`config.mk`:
```
export PLATFORM = sky130hd
export DESIGN_NAME = spi_fifo_master
export DESIGN_NICKNAME = d
export VERILOG_FILES = /design/src/rtl/spim_pkg.sv /design/src/rtl/spim_fifo.sv /design/src/rtl/spim_engine.sv /design/src/rtl/spi_fifo_master.sv
export SDC_FILE = /design/constraint.sdc
export NUM_CORES = 1
export LEC_CHECK = 0
export BUFFER_PORTS_ARGS = -buffer_cell sky130_fd_sc_hd__buf_2
export CAP_MARGIN = 30
export CORE_MARGIN = 2
export CORE_UTILIZATION = 55
export CTS_CLUSTER_DIAMETER = 60
export DETAILED_ROUTE_END_ITERATION = 8
export GPL_TIMING_DRIVEN = 0
export PLACE_DENSITY = 0.74
export SETUP_SLACK_MARGIN = 0.2
export SYNTH_ARGS = -nofsm -noshare
export SYNTH_HDL_FRONTEND = slang
export SYNTH_SLANG_ARGS = --single-unit
```
`constraint.sdc`:
```
create_clock -name clk -period 2.6 [get_ports clk]
set_clock_uncertainty 0.05 [all_clocks]
set_input_delay 0.13 -clock clk [delete_from_list [all_inputs] [get_ports clk]]
set_output_delay 0.13 -clock clk [all_outputs]
set_load 0.005 [all_outputs]
```
`src/rtl/spim_pkg.sv`:
```
package spim_pkg;
    typedef enum logic [1:0] {
        ENG_IDLE  = 2'd0,
        ENG_HALF1 = 2'd1,
        ENG_HALF2 = 2'd2
    } eng_state_t;

    localparam int OFS_DATA  = 8'h00;
    localparam int OFS_CSCTL = 8'h08;
    localparam int OFS_MODE  = 8'h10;
    localparam int OFS_RXCNT = 8'h18;
    localparam int OFS_IRQ   = 8'h20;
endpackage

```
`src/rtl/spim_fifo.sv`:
```
module spim_fifo #(
    parameter int WIDTH = 8,
    parameter int DEPTH = 32
) (
    input  logic             clk,
    input  logic             rst_n,
    input  logic             flush,
    input  logic             push,
    input  logic [WIDTH-1:0] wdata,
    input  logic             pop,
    output logic [WIDTH-1:0] rdata,
    output logic             empty,
    output logic             full
);
    localparam int AW = $clog2(DEPTH);

    logic [WIDTH-1:0] mem [DEPTH];
    logic [AW:0]      wp_q, rp_q;
    logic [AW:0]      fill;
    logic             do_push, do_pop;

    assign fill    = wp_q - rp_q;
    assign empty   = (fill == '0);
    assign full    = (fill == (AW+1)'(DEPTH));
    assign do_push = push && !full && !flush;
    assign do_pop  = pop && !empty && !flush;
    assign rdata   = mem[rp_q[AW-1:0]];

    always_ff @(posedge clk) begin
        if (do_push) mem[wp_q[AW-1:0]] <= wdata;
    end

    always_ff @(posedge clk) begin
        if (!rst_n || flush) begin
            wp_q <= '0;
            rp_q <= '0;
        end else begin
            if (do_push) wp_q <= wp_q + 1'b1;
            if (do_pop)  rp_q <= rp_q + 1'b1;
        end
    end

    // a push into a full FIFO leaves it full and is otherwise lost
    p_full_hold_r11: assert property (@(posedge clk) disable iff (!rst_n)
        (full && push && !pop && !flush) |=> full);
endmodule

```
`src/rtl/spim_engine.sv`:
```
module spim_engine
    import spim_pkg::*;
#(
    parameter int BYTE_W = 8,
    parameter int DIV_W  = 3
) (
    input  logic              clk,
    input  logic              rst_n,
    input  logic              cs_active_i,
    input  logic              cpol_i,
    input  logic              cpha_i,
    input  logic              loop_i,
    input  logic [DIV_W-1:0]  div_i,
    input  logic              tx_avail_i,
    input  logic [BYTE_W-1:0] tx_byte_i,
    input  logic              rx_pending_i,
    input  logic              rx_room_i,
    input  logic              miso_i,
    output logic              tx_pop_o,
    output logic              rx_take_o,
    output logic              rx_push_o,
    output logic [BYTE_W-1:0] rx_byte_o,
    output logic              sck_o,
    output logic              mosi_o
);
    localparam int BIT_W = $clog2(BYTE_W);

    eng_state_t        state_q, state_d;
    logic [DIV_W-1:0]  tmr_q, half_len;
    logic [BIT_W-1:0]  bit_q;
    logic [BYTE_W-1:0] sh_q, rsh_q;
    logic              is_rx_q;
    logic              tmr_done, last_bit, start_tx, start_rx, miso_in;

    assign half_len = (div_i >> 1) + DIV_W'(1);
    assign tmr_done = (tmr_q == half_len - DIV_W'(1));
    assign last_bit = (bit_q == BIT_W'(BYTE_W-1));
    assign start_tx = (state_q == ENG_IDLE) && cs_active_i && tx_avail_i;
    assign start_rx = (state_q == ENG_IDLE) && cs_active_i && !tx_avail_i
                      && rx_pending_i && rx_room_i;
    assign miso_in  = loop_i ? mosi_o : miso_i;
    assign mosi_o   = sh_q[BYTE_W-1];
    assign rx_byte_o = rsh_q;

    always_ff @(posedge clk) begin
        if (!rst_n) state_q <= ENG_IDLE;
        else        state_q <= state_d;
    end

    always_comb begin
        state_d = state_q;
        unique case (state_q)
            ENG_IDLE:  if (start_tx || start_rx) state_d = ENG_HALF1;
            ENG_HALF1: if (tmr_done) state_d = ENG_HALF2;
            ENG_HALF2: if (tmr_done) state_d = last_bit ? ENG_IDLE : ENG_HALF1;
            default:   state_d = ENG_IDLE;
        endcase
    end

    always_ff @(posedge clk) begin
        if (!rst_n) begin
            tmr_q   <= '0;
            bit_q   <= '0;
            sh_q    <= '0;
            rsh_q   <= '0;
            is_rx_q <= 1'b0;
        end else begin
            unique case (state_q)
                ENG_IDLE: begin
                    if (start_tx || start_rx) begin
                        sh_q    <= start_tx ? tx_byte_i : {BYTE_W{1'b1}};
                        is_rx_q <= start_rx;
                        bit_q   <= '0;
                        tmr_q   <= '0;
                    end
                end
                ENG_HALF1: begin
                    if (tmr_done) begin
                        tmr_q <= '0;
                        rsh_q <= {rsh_q[BYTE_W-2:0], miso_in};
                    end else begin
                        tmr_q <= tmr_q + 1'b1;
                    end
                end
                ENG_HALF2: begin
                    if (tmr_done) begin
                        tmr_q <= '0;
                        sh_q  <= {sh_q[BYTE_W-2:0], 1'b0};
                        bit_q <= bit_q + 1'b1;
                    end else begin
                        tmr_q <= tmr_q + 1'b1;
                    end
                end
                default: ;
            endcase
        end
    end

    always_comb begin
        tx_pop_o  = start_tx;
        rx_take_o = start_rx;
        rx_push_o = 1'b0;
        sck_o     = cpol_i;
        unique case (state_q)
            ENG_HALF1: sck_o = cpol_i ^ cpha_i;
            ENG_HALF2: begin
                sck_o     = ~(cpol_i ^ cpha_i);
                rx_push_o = tmr_done && last_bit && is_rx_q;
            end
            default: ;
        endcase
    end

    // MOSI only moves at the end of a second half-period
    p_mosi_hold_r2: assert property (@(posedge clk) disable iff (!rst_n)
        (state_q == ENG_HALF1) |=> $stable(mosi_o));
    // a byte never begins while chip select is released
    p_start_cs_r9: assert property (@(posedge clk) disable iff (!rst_n)
        (state_q == ENG_IDLE && state_d == ENG_HALF1) |-> cs_active_i);
endmodule

```
`src/rtl/spi_fifo_master.sv`:
```
module spi_fifo_master
    import spim_pkg::*;
#(
    parameter int ADDR_W     = 6,
    parameter int OFS_SHIFT  = 0,
    parameter int FIFO_DEPTH = 32,
    parameter int DIV_W      = 3
) (
    input  logic              clk,
    input  logic              rst_n,
    input  logic [ADDR_W-1:0] bus_addr,
    input  logic              bus_wr,
    input  logic              bus_rd,
    input  logic [7:0]        bus_wdata,
    output logic [7:0]        bus_rdata,
    output logic              irq,
    output logic              spi_sck,
    output logic              spi_mosi,
    output logic              spi_cs_n,
    input  logic              spi_miso
);
    localparam logic [ADDR_W-1:0] A_DATA  = ADDR_W'(OFS_DATA  >> OFS_SHIFT);
    localparam logic [ADDR_W-1:0] A_CSCTL = ADDR_W'(OFS_CSCTL >> OFS_SHIFT);
    localparam logic [ADDR_W-1:0] A_MODE  = ADDR_W'(OFS_MODE  >> OFS_SHIFT);
    localparam logic [ADDR_W-1:0] A_RXCNT = ADDR_W'(OFS_RXCNT >> OFS_SHIFT);
    localparam logic [ADDR_W-1:0] A_IRQ   = ADDR_W'(OFS_IRQ   >> OFS_SHIFT);

    logic             act_q, rel_q, keep_q;
    logic             flush_q, loop_q, cpol_q, cpha_q;
    logic [DIV_W-1:0] div_q;
    logic [7:0]       cnt_q, last_rx_q;
    logic [3:0]       ien_q;
    logic             abort_q;

    logic       tx_empty, tx_full, rx_empty, rx_full;
    logic [7:0] tx_head, rx_head, rx_byte;
    logic       wr_data, rd_data, tx_push, tx_pop, rx_pop, rx_push, rx_take;
    logic       cs_active;
    logic [3:0] flags;

    assign wr_data   = bus_wr && (bus_addr == A_DATA);
    assign rd_data   = bus_rd && (bus_addr == A_DATA);
    assign tx_push   = wr_data && !tx_full && !abort_q;
    assign rx_pop    = rd_data && !rx_empty;
    assign cs_active = act_q && !(rel_q && !keep_q);
    assign spi_cs_n  = !cs_active;
    assign flags     = {tx_empty, tx_full, rx_empty, rx_full};
    assign irq       = |(flags & ien_q);

    spim_fifo #(.WIDTH(8), .DEPTH(FIFO_DEPTH)) u_txq (
        .clk(clk), .rst_n(rst_n), .flush(flush_q),
        .push(tx_push), .wdata(bus_wdata), .pop(tx_pop), .rdata(tx_head),
        .empty(tx_empty), .full(tx_full)
    );

    spim_fifo #(.WIDTH(8), .DEPTH(FIFO_DEPTH)) u_rxq (
        .clk(clk), .rst_n(rst_n), .flush(flush_q),
        .push(rx_push), .wdata(rx_byte), .pop(rx_pop), .rdata(rx_head),
        .empty(rx_empty), .full(rx_full)
    );

    spim_engine #(.BYTE_W(8), .DIV_W(DIV_W)) u_eng (
        .clk(clk), .rst_n(rst_n), .cs_active_i(cs_active),
        .cpol_i(cpol_q), .cpha_i(cpha_q), .loop_i(loop_q), .div_i(div_q),
        .tx_avail_i(!tx_empty), .tx_byte_i(tx_head),
        .rx_pending_i(cnt_q != 8'd0), .rx_room_i(!rx_full), .miso_i(spi_miso),
        .tx_pop_o(tx_pop), .rx_take_o(rx_take), .rx_push_o(rx_push),
        .rx_byte_o(rx_byte), .sck_o(spi_sck), .mosi_o(spi_mosi)
    );

    always_ff @(posedge clk) begin
        if (!rst_n) begin
            act_q <= 1'b0; rel_q <= 1'b0; keep_q <= 1'b0;
            flush_q <= 1'b0; loop_q <= 1'b0; cpol_q <= 1'b0; cpha_q <= 1'b0;
            div_q <= '0; cnt_q <= '0; ien_q <= '0; abort_q <= 1'b0;
            last_rx_q <= '0;
        end else begin
            if (rx_take) cnt_q <= cnt_q - 8'd1;
            if (rx_pop)  last_rx_q <= rx_head;
            if (wr_data && tx_full) abort_q <= 1'b1;
            if (bus_wr) begin
                if (bus_addr == A_CSCTL) begin
                    act_q  <= bus_wdata[0];
                    rel_q  <= bus_wdata[1];
                    keep_q <= bus_wdata[2];
                end
                if (bus_addr == A_MODE) begin
                    flush_q <= bus_wdata[7];
                    loop_q  <= bus_wdata[6];
                    cpol_q  <= bus_wdata[5];
                    cpha_q  <= bus_wdata[4];
                    div_q   <= bus_wdata[DIV_W-1:0];
                end
                if (bus_addr == A_RXCNT) begin
                    cnt_q <= bus_wdata;
                    if (bus_wdata == 8'd0) act_q <= 1'b0;
                end
                if (bus_addr == A_IRQ) begin
                    ien_q <= bus_wdata[7:4];
                    if (bus_wdata[2]) abort_q <= 1'b0;
                end
            end
        end
    end

    always_comb begin
        bus_rdata = 8'h00;
        if (bus_addr == A_DATA)       bus_rdata = rx_empty ? last_rx_q : rx_head;
        else if (bus_addr == A_CSCTL) bus_rdata = {flags, 1'b0, keep_q, rel_q, act_q};
        else if (bus_addr == A_MODE)  bus_rdata = {flush_q, loop_q, cpol_q, cpha_q,
                                                   (4)'(div_q)};
        else if (bus_addr == A_RXCNT) bus_rdata = cnt_q;
        else if (bus_addr == A_IRQ)   bus_rdata = {ien_q, 1'b0, abort_q, 2'b00};
    end

    // the engine never delivers a byte into a full receive FIFO
    p_no_overflow_r12: assert property (@(posedge clk) disable iff (!rst_n)
        rx_push |-> !rx_full);
    // transmit bytes leave only under an asserted chip select
    p_tx_pop_cs_r9: assert property (@(posedge clk) disable iff (!rst_n)
        tx_pop |-> (cs_active && !tx_empty));
    // a data write into a full FIFO raises the abort flag
    p_abort_set_r3: assert property (@(posedge clk) disable iff (!rst_n)
        (wr_data && tx_full) |=> abort_q);
    // a zero count write drops the activate bit
    p_zero_count_r4: assert property (@(posedge clk) disable iff (!rst_n)
        (bus_wr && bus_addr == A_RXCNT && bus_wdata == 8'd0) |=> !act_q);
endmodule

```
Word level (Yosys, flattened, before mapping)

Memory sizes are Yosys's and may differ from the RTL's. A register that Yosys moved wholly into a read port is not among the register bits.
Cells that the tools add are included.
W data, S select, Z words.

Register bits: 80
RAM bits: 512
Output and inout bits: 12
Memories: 2

$add $sub $neg: 11
Equality and inequality tests: 13
Mux-type cells: 41
Bitwise operators: 3
Reductions and logical operators: 53

Memories:

| memory    | depth | width | read ports | clocked after memory_dff | wr ports | line            | RTL |
|---|---|---|---|---|---|---|---|
| u_rxq.mem | 32    | 8     | 1          | 1                        | 1        | spim_fifo.sv:17 | `logic [WIDTH-1:0] mem [DEPTH];` |
| u_txq.mem | 32    | 8     | 1          | 1                        | 1        | spim_fifo.sv:17 |  |

Operators with widths:

| kind                  | count |
|---|---|
| $mux W8               | 12 |
| $add A6 B1 Y6 const B | 4 |
| $logic_and A1 B1 Y1   | 23 |
| $mux W5               | 4 |
| $eq A6 B6 Y1 const B  | 3 |
| $logic_not A6 Y1      | 3 |
| $pmux W8 S2           | 1 |
| $mux W1               | 14 |
| $eq A6 B5 Y1 const B  | 2 |
| $pmux W3 S2           | 2 |
| $reduce_and A2 Y1     | 6 |
| $sub A6 B6 Y6         | 2 |
| $logic_not A1 Y1      | 10 |
| $mux W3               | 3 |
| $logic_not A8 Y1      | 1 |
| $reduce_bool A8 Y1    | 1 |
| $sub A8 B1 Y8 const B | 1 |
| $add A3 B1 Y3 const B | 2 |
| $eq A6 B4 Y1 const B  | 1 |
| $mux W2               | 3 |
| $pmux W2 S3           | 1 |
| $reduce_and A3 Y1     | 2 |
| $and A4 B4 Y4         | 1 |
| $ne A2 B1 Y1 const B  | 2 |
| 15 further kinds      | 17 |

Logic depth before layout (Yosys ltp)

Depth after elaboration: 11
Mapped depth: 11
Depth with buffers taken out: 9

Cells and area by module

Synthesis repeated with hierarchy kept, for this count alone.

Cell total of the unflattened synthesis: 1445
Area, all modules: 25129.1 µm²

By module, submodules not included:

| module             | instances | cells each | area each (µm²) |
|---|---|---|---|
| spim_fifo at u_rxq | 1         | 541        | 11008.1 |
| spim_fifo at u_txq | 1         | 532        | 10929.2 |
| spi_fifo_master    | 1         | 209        | 1788.0 |
| spim_engine        | 1         | 163        | 1403.8 |

Worst setup path before layout

OpenSTA, ideal clock, no wires.

Path kind: reg-to-reg
From: reg u_txq.rp_q[4]
To: mem u_txq.mem[0][0], enable pin
Setup time: 370 ps
Arrival: 2478 ps
Data required time: 2180 ps
Setup slack: -298 ps
Cell stages (with the launch flop): 9
Period minus slack after synthesis: 2898 ps
Cell sequence: dfxtp_1 -> inv_1 -> ha_1 -> and2_1 -> o21a_1 -> a31o_2 -> o221ai_1 -> nand4_1 -> nor2_1

Cells in the longest elaborated chain, start to end: 9

Ends and longest elaborated chain:

| item                                  | line                                   | RTL |
|---|---|---|
| from (decl)                           | spim_fifo.sv:18                        | `logic [AW:0] wp_q, rp_q;` |
| from (signal assigned)                | spim_fifo.sv:39                        | `if (do_pop) rp_q <= rp_q + 1'b1;` |
| $sub A6 B6 Y6 (*)                     | spim_fifo.sv:22                        | `assign fill = wp_q - rp_q;` |
| $eq A6 B6 Y1 (*)                      | spim_fifo.sv:24                        | `assign full = (fill == (AW+1)'(DEPTH));` |
| $logic_not A1 Y1 (*)                  | spim_fifo.sv:25, spi_fifo_master.sv:43 |  |
| $logic_and A1 B1 Y1 (2 in series)     | spi_fifo_master.sv:43                  | `assign tx_push = wr_data && !tx_full && !abort_q;` |
| $logic_and A1 B1 Y1 (*) (2 in series) | spim_fifo.sv:25                        | `assign do_push = push && !full && !flush;` |
| $mux W1 (*)                           | spim_fifo.sv:30                        | `if (do_push) mem[wp_q[AW-1:0]] <= wdata;` |
| $mux W1 (implied by the code) (*)     | spim_fifo.sv:30                        |  |
| to (decl)                             | spim_fifo.sv:17                        |  |

Every way passes the cells marked *; elsewhere a longest branch is shown, timed or not.

==> metrics.txt <==
# TYPE chip_impl_metric gauge
chip_impl_metric{name="placed_cell_area",unit="µm²"} 26600
chip_impl_metric{name="fp.dieArea",unit="µm²"} 46900
chip_impl_metric{name="final_count_of_hold_timing_violations",unit=""} 0
chip_impl_metric{name="final_cells",unit=""} 2353
chip_impl_metric{name="finalWorstPathRequiredPeriod",unit="ns"} 3.47
chip_impl_metric{name="drt_pass1_iterations",unit=""} 6
chip_impl_metric{name="proportion_of_register_bits_with_asynchronous_set_or_reset_after_synthesis",unit="%"} 0
chip_impl_metric{name="critical_path_cell_count",unit=""} 7
chip_impl_metric{name="area_growth_syn_to_layout",unit="%"} 24.1
chip_impl_metric{name="cts-buffers-inserted",unit=""} 59
chip_impl_info{name="setup.worst_path.start_class",value="flip-flop"} 1
chip_impl_metric{name="postLayoutCellArea",unit="µm²"} 30800
chip_impl_metric{name="gp_routability_congestion",unit=""} 0.948
chip_impl_info{name="crit_type",value="flip-flop to output port"} 1
chip_impl_info{name="mostFrequentLayoutCell",value="sky130_fd_sc_hd__edfxtp_1"} 1
chip_impl_metric{name="vdd_drop_max",unit="mV"} 0.735
chip_impl_metric{name="die_width",unit="µm"} 217
chip_impl_metric{name="placementRows",unit=""} 77
chip_impl_metric{name="yosysWarnings",unit=""} 0
chip_impl_metric{name="cts_max_path_buffers",unit=""} 3
chip_impl_info{name="layout.cells.most_common_list",value="512 x sky130_fd_sc_hd__edfxtp_1, 115 x sky130_fd_sc_hd__mux4_2, 86 x sky130_fd_sc_hd__mux2i_1"} 1
chip_impl_metric{name="path_max_fanout",unit=""} 8
chip_impl_metric{name="cpPeakStageDelay",unit="ns"} 0.56
chip_impl_metric{name="worst_ep_required_time",unit="ns"} 2.42
chip_impl_metric{name="worst_slew_pin_tran",unit="ns"} 1.03
chip_impl_metric{name="power_density",unit="nW/µm²"} 645
chip_impl_metric{name="antenna_cells_inserted",unit=""} 0
chip_impl_info{name="timing.critical_path.to_type",value="output port"} 1
chip_impl_metric{name="drive_above_1_share",unit="%"} 32.1
chip_impl_metric{name="fmaxAchievable",unit="MHz"} 288
chip_impl_metric{name="slew-limit-headroom",unit="%"} 31.4
chip_impl_metric{name="timing.final.max_slew_violations",unit=""} 0
chip_impl_metric{name="grt_overflow_total",unit=""} 0
chip_impl_metric{name="drcViolationCount",unit=""} 0
chip_impl_metric{name="average_wire_length_per_cell_after_detail_routing",unit="µm"} 26.6
chip_impl_metric{name="place.detailed.instances",unit=""} 2145
chip_impl_metric{name="worst_setup_hold_path_clk_slew",unit="ns"} 0.06
chip_impl_info{name="outcome",value="finished, violations left"} 1
chip_impl_info{name="cp_cell_sequence",value="buf_12, mux4_2, mux4_2, mux2_4, mux2_4, a221o_1, buf_2"} 1
chip_impl_metric{name="timing.critical_path.arrival",unit="ns"} 3.29
chip_impl_metric{name="register_area",unit="µm²"} 17200
chip_impl_metric{name="via_count_of_the_first_global_routing_pass",unit=""} 14800
chip_impl_info{name="synthTopCellsByArea",value="sky130_fd_sc_hd__edfxtp_1 62%, sky130_fd_sc_hd__mux4_2 10%, sky130_fd_sc_hd__dfxtp_1 7.3%"} 1
chip_impl_metric{name="die_h",unit="µm"} 217
chip_impl_metric{name="synth_cells",unit=""} 1516
chip_impl_metric{name="placeableCoreArea",unit="µm²"} 44400
chip_impl_metric{name="synth_sequential_area_ratio",unit="%"} 69.1
chip_impl_metric{name="io_buffer_count",unit=""} 27
chip_impl_metric{name="worst_hold_path_stage_count",unit=""} 1
chip_impl_metric{name="p_leak",unit="nW"} 9.74
chip_impl_metric{name="ioPinCount",unit=""} 31
chip_impl_metric{name="number_of_buffers_and_inverters_on_the_critical_path",unit=""} 2
chip_impl_metric{name="synth.avg_cell_area",unit="µm²"} 16.4
chip_impl_metric{name="drtAntennaViolNets",unit=""} 0
chip_impl_metric{name="multi_input_comb_area",unit="µm²"} 8420
chip_impl_metric{name="initial_core_util",unit="%"} 55.9
chip_impl_metric{name="fin_util",unit="%"} 69.4
chip_impl_metric{name="drt-vias-per-instance",unit=""} 6.33
chip_impl_info{name="cts_tree",value="built"} 1
chip_impl_metric{name="post_synth_instance_area",unit="µm²"} 24800
chip_impl_metric{name="first_iter_violations",unit=""} 1593
chip_impl_info{name="synth_top_cell_by_area",value="sky130_fd_sc_hd__edfxtp_1"} 1
chip_impl_metric{name="grt_max_degree",unit=""} 38
chip_impl_info{name="violated_checks",value="setup timing"} 1
chip_impl_metric{name="post-layout-total-power",unit="W"} 0.0199
chip_impl_metric{name="cts-htree-levels",unit=""} 2
chip_impl_metric{name="synth_enable_flop_cells",unit=""} 512
chip_impl_info{name="critical-path-slowest-cell",value="sky130_fd_sc_hd__mux4_2"} 1
chip_impl_metric{name="track_usage",unit="%"} 26.5
chip_impl_metric{name="worstRegToRegCells",unit=""} 15
chip_impl_info{name="cpLargestDelayFamily",value="multiplexers"} 1
chip_impl_metric{name="fin_ws",unit="ns"} -0.869
chip_impl_metric{name="number_of_flip_flops_and_latches_in_the_synthesized_netlist",unit=""} 602
chip_impl_metric{name="dpl.hpwl",unit="mm"} 38.2
chip_impl_metric{name="vias",unit=""} 14900
chip_impl_metric{name="clock_sink_count",unit=""} 602
chip_impl_metric{name="layout_worst_path_cycle_share",unit="%"} 133
chip_impl_metric{name="synth.lib_cells_used.distinct",unit=""} 66
chip_impl_info{name="root_buffer",value="sky130_fd_sc_hd__clkbuf_16"} 1
chip_impl_info{name="commonest_register_cell_after_synthesis",value="sky130_fd_sc_hd__edfxtp_1"} 1
chip_impl_metric{name="final_wirelength",unit="mm"} 62.6
chip_impl_info{name="class_of_the_tightest_hold_or_removal_check",value="input port to flip-flop"} 1
chip_impl_metric{name="tns",unit="ns"} -80.21
chip_impl_metric{name="clk-insertion-delay-late",unit="ns"} 0.62
chip_impl_metric{name="fillers",unit=""} 2644
chip_impl_metric{name="cap_violations",unit=""} 0
chip_impl_metric{name="postSynthNetCount",unit=""} 1564
chip_impl_metric{name="antenna_found_initial",unit=""} 0
chip_impl_metric{name="synth_top_area_share",unit="%"} 61.9
chip_impl_info{name="rsz0062_at_grt",value="true"} 1
chip_impl_metric{name="nets_finish",unit=""} 1761
chip_impl_metric{name="final_setup_violations",unit=""} 491
chip_impl_metric{name="grt_pass1_wl",unit="mm"} 92.6
[cells in the mapped netlist (19+ instances only)]
master and instances:
sky130_fd_sc_hd__a21oi_1 54, sky130_fd_sc_hd__clkbuf_1 56, sky130_fd_sc_hd__dfxtp_1 90, sky130_fd_sc_hd__nand2b_1 22, sky130_fd_sc_hd__nand3_1 19, sky130_fd_sc_hd__edfxtp_1 512, sky130_fd_sc_hd__mux2i_1 89, sky130_fd_sc_hd__o21ai_0 25
sky130_fd_sc_hd__nor2_1 138, sky130_fd_sc_hd__a221oi_1 33, sky130_fd_sc_hd__ha_1 29, sky130_fd_sc_hd__inv_1 32, sky130_fd_sc_hd__nand2_1 49, sky130_fd_sc_hd__mux4_2 115
[power by group]
part           total [W]  switching (W)  internal, W
clock            0.00882        0.00358      0.00524
combinational   0.000523       0.000353     0.000170
sequential        0.0105      0.0000599       0.0105
[logic make-up after synthesis]
group,share of synthesized area [%]
AO/OA/AOI/OAI,5.74
XOR/XNOR,0.881
adder cells (fa/ha/maj),1.46
buffers and inverters,1.92
flip-flops,69.1
multiplexers,14.4
AND/OR/NAND/NOR,6.47
[state kept, by name (all words and copies together), names as in the netlist, 4 cells and up, named ones only]
register	count
u_eng.rx_byte_o	8
ien_q	4
u_eng.sh_q	8
u_txq.wp_q	6
u_txq.mem	256
u_rxq.rp_q	6
last_rx_q	8
u_rxq.wp_q	6
u_txq.rp_q	6
cnt_q	8
u_rxq.mem	256
[final cells by class]
class | instances | area share [%]
sequential | 602 | 55.8
multi-input combinational | 799 | 27.3
clock buffer | 78 | 5.22
timing repair buffer | 136 | 5.13
buffer | 82 | 2.43
tap | 592 | 2.40
clock inverter | 31 | 1.27
inverter | 33 | 0.422
[final timing paths]
path,endpoint,slack (ns),startpoint
max,bus_rdata[4],-0.87,flip-flop
min reg2reg,u_eng.bit_q[2],0.42,u_eng.bit_q[2]
max reg2reg,cnt_q[5],-0.36,u_rxq.rp_q[2]
min,u_txq.mem[0][3],0.1,bus_wdata[3]
[metrics by stage]
| step | hold slack (ns) | setup WS, ns |
|---|---|---|
| CTS | 0.0687 | -0.888 |
| global placement | 0.308 | -1.30 |
| detailed placement | 0.314 | -0.873 |
| finish | 0.0968 | -0.869 |
| global route | 0.103 | -0.907 |
| floorplan | 0.179 | -0.244 |
[repair_timing]
action / CTS / global route
endpoints found under the setup margin: 580 / 579
buffers inserted: 63 / 28
endpoints found under the hold margin: 7 / 0
hold buffers: 5 / 0
gates cloned: 0 / 2
gates resized for setup: 164 / 91
pin swaps: 46 / 51
[routing by layer]
layer | global-route usage, % | part of all wire, %
met5 | 0 | 0
met2 | 45.6 | 52
met4 | 9.82 | 3.5
met1 | 34.9 | 38
met3 | 3.27 | 6.3
Note: power is estimated with default switching activity, not from simulation.
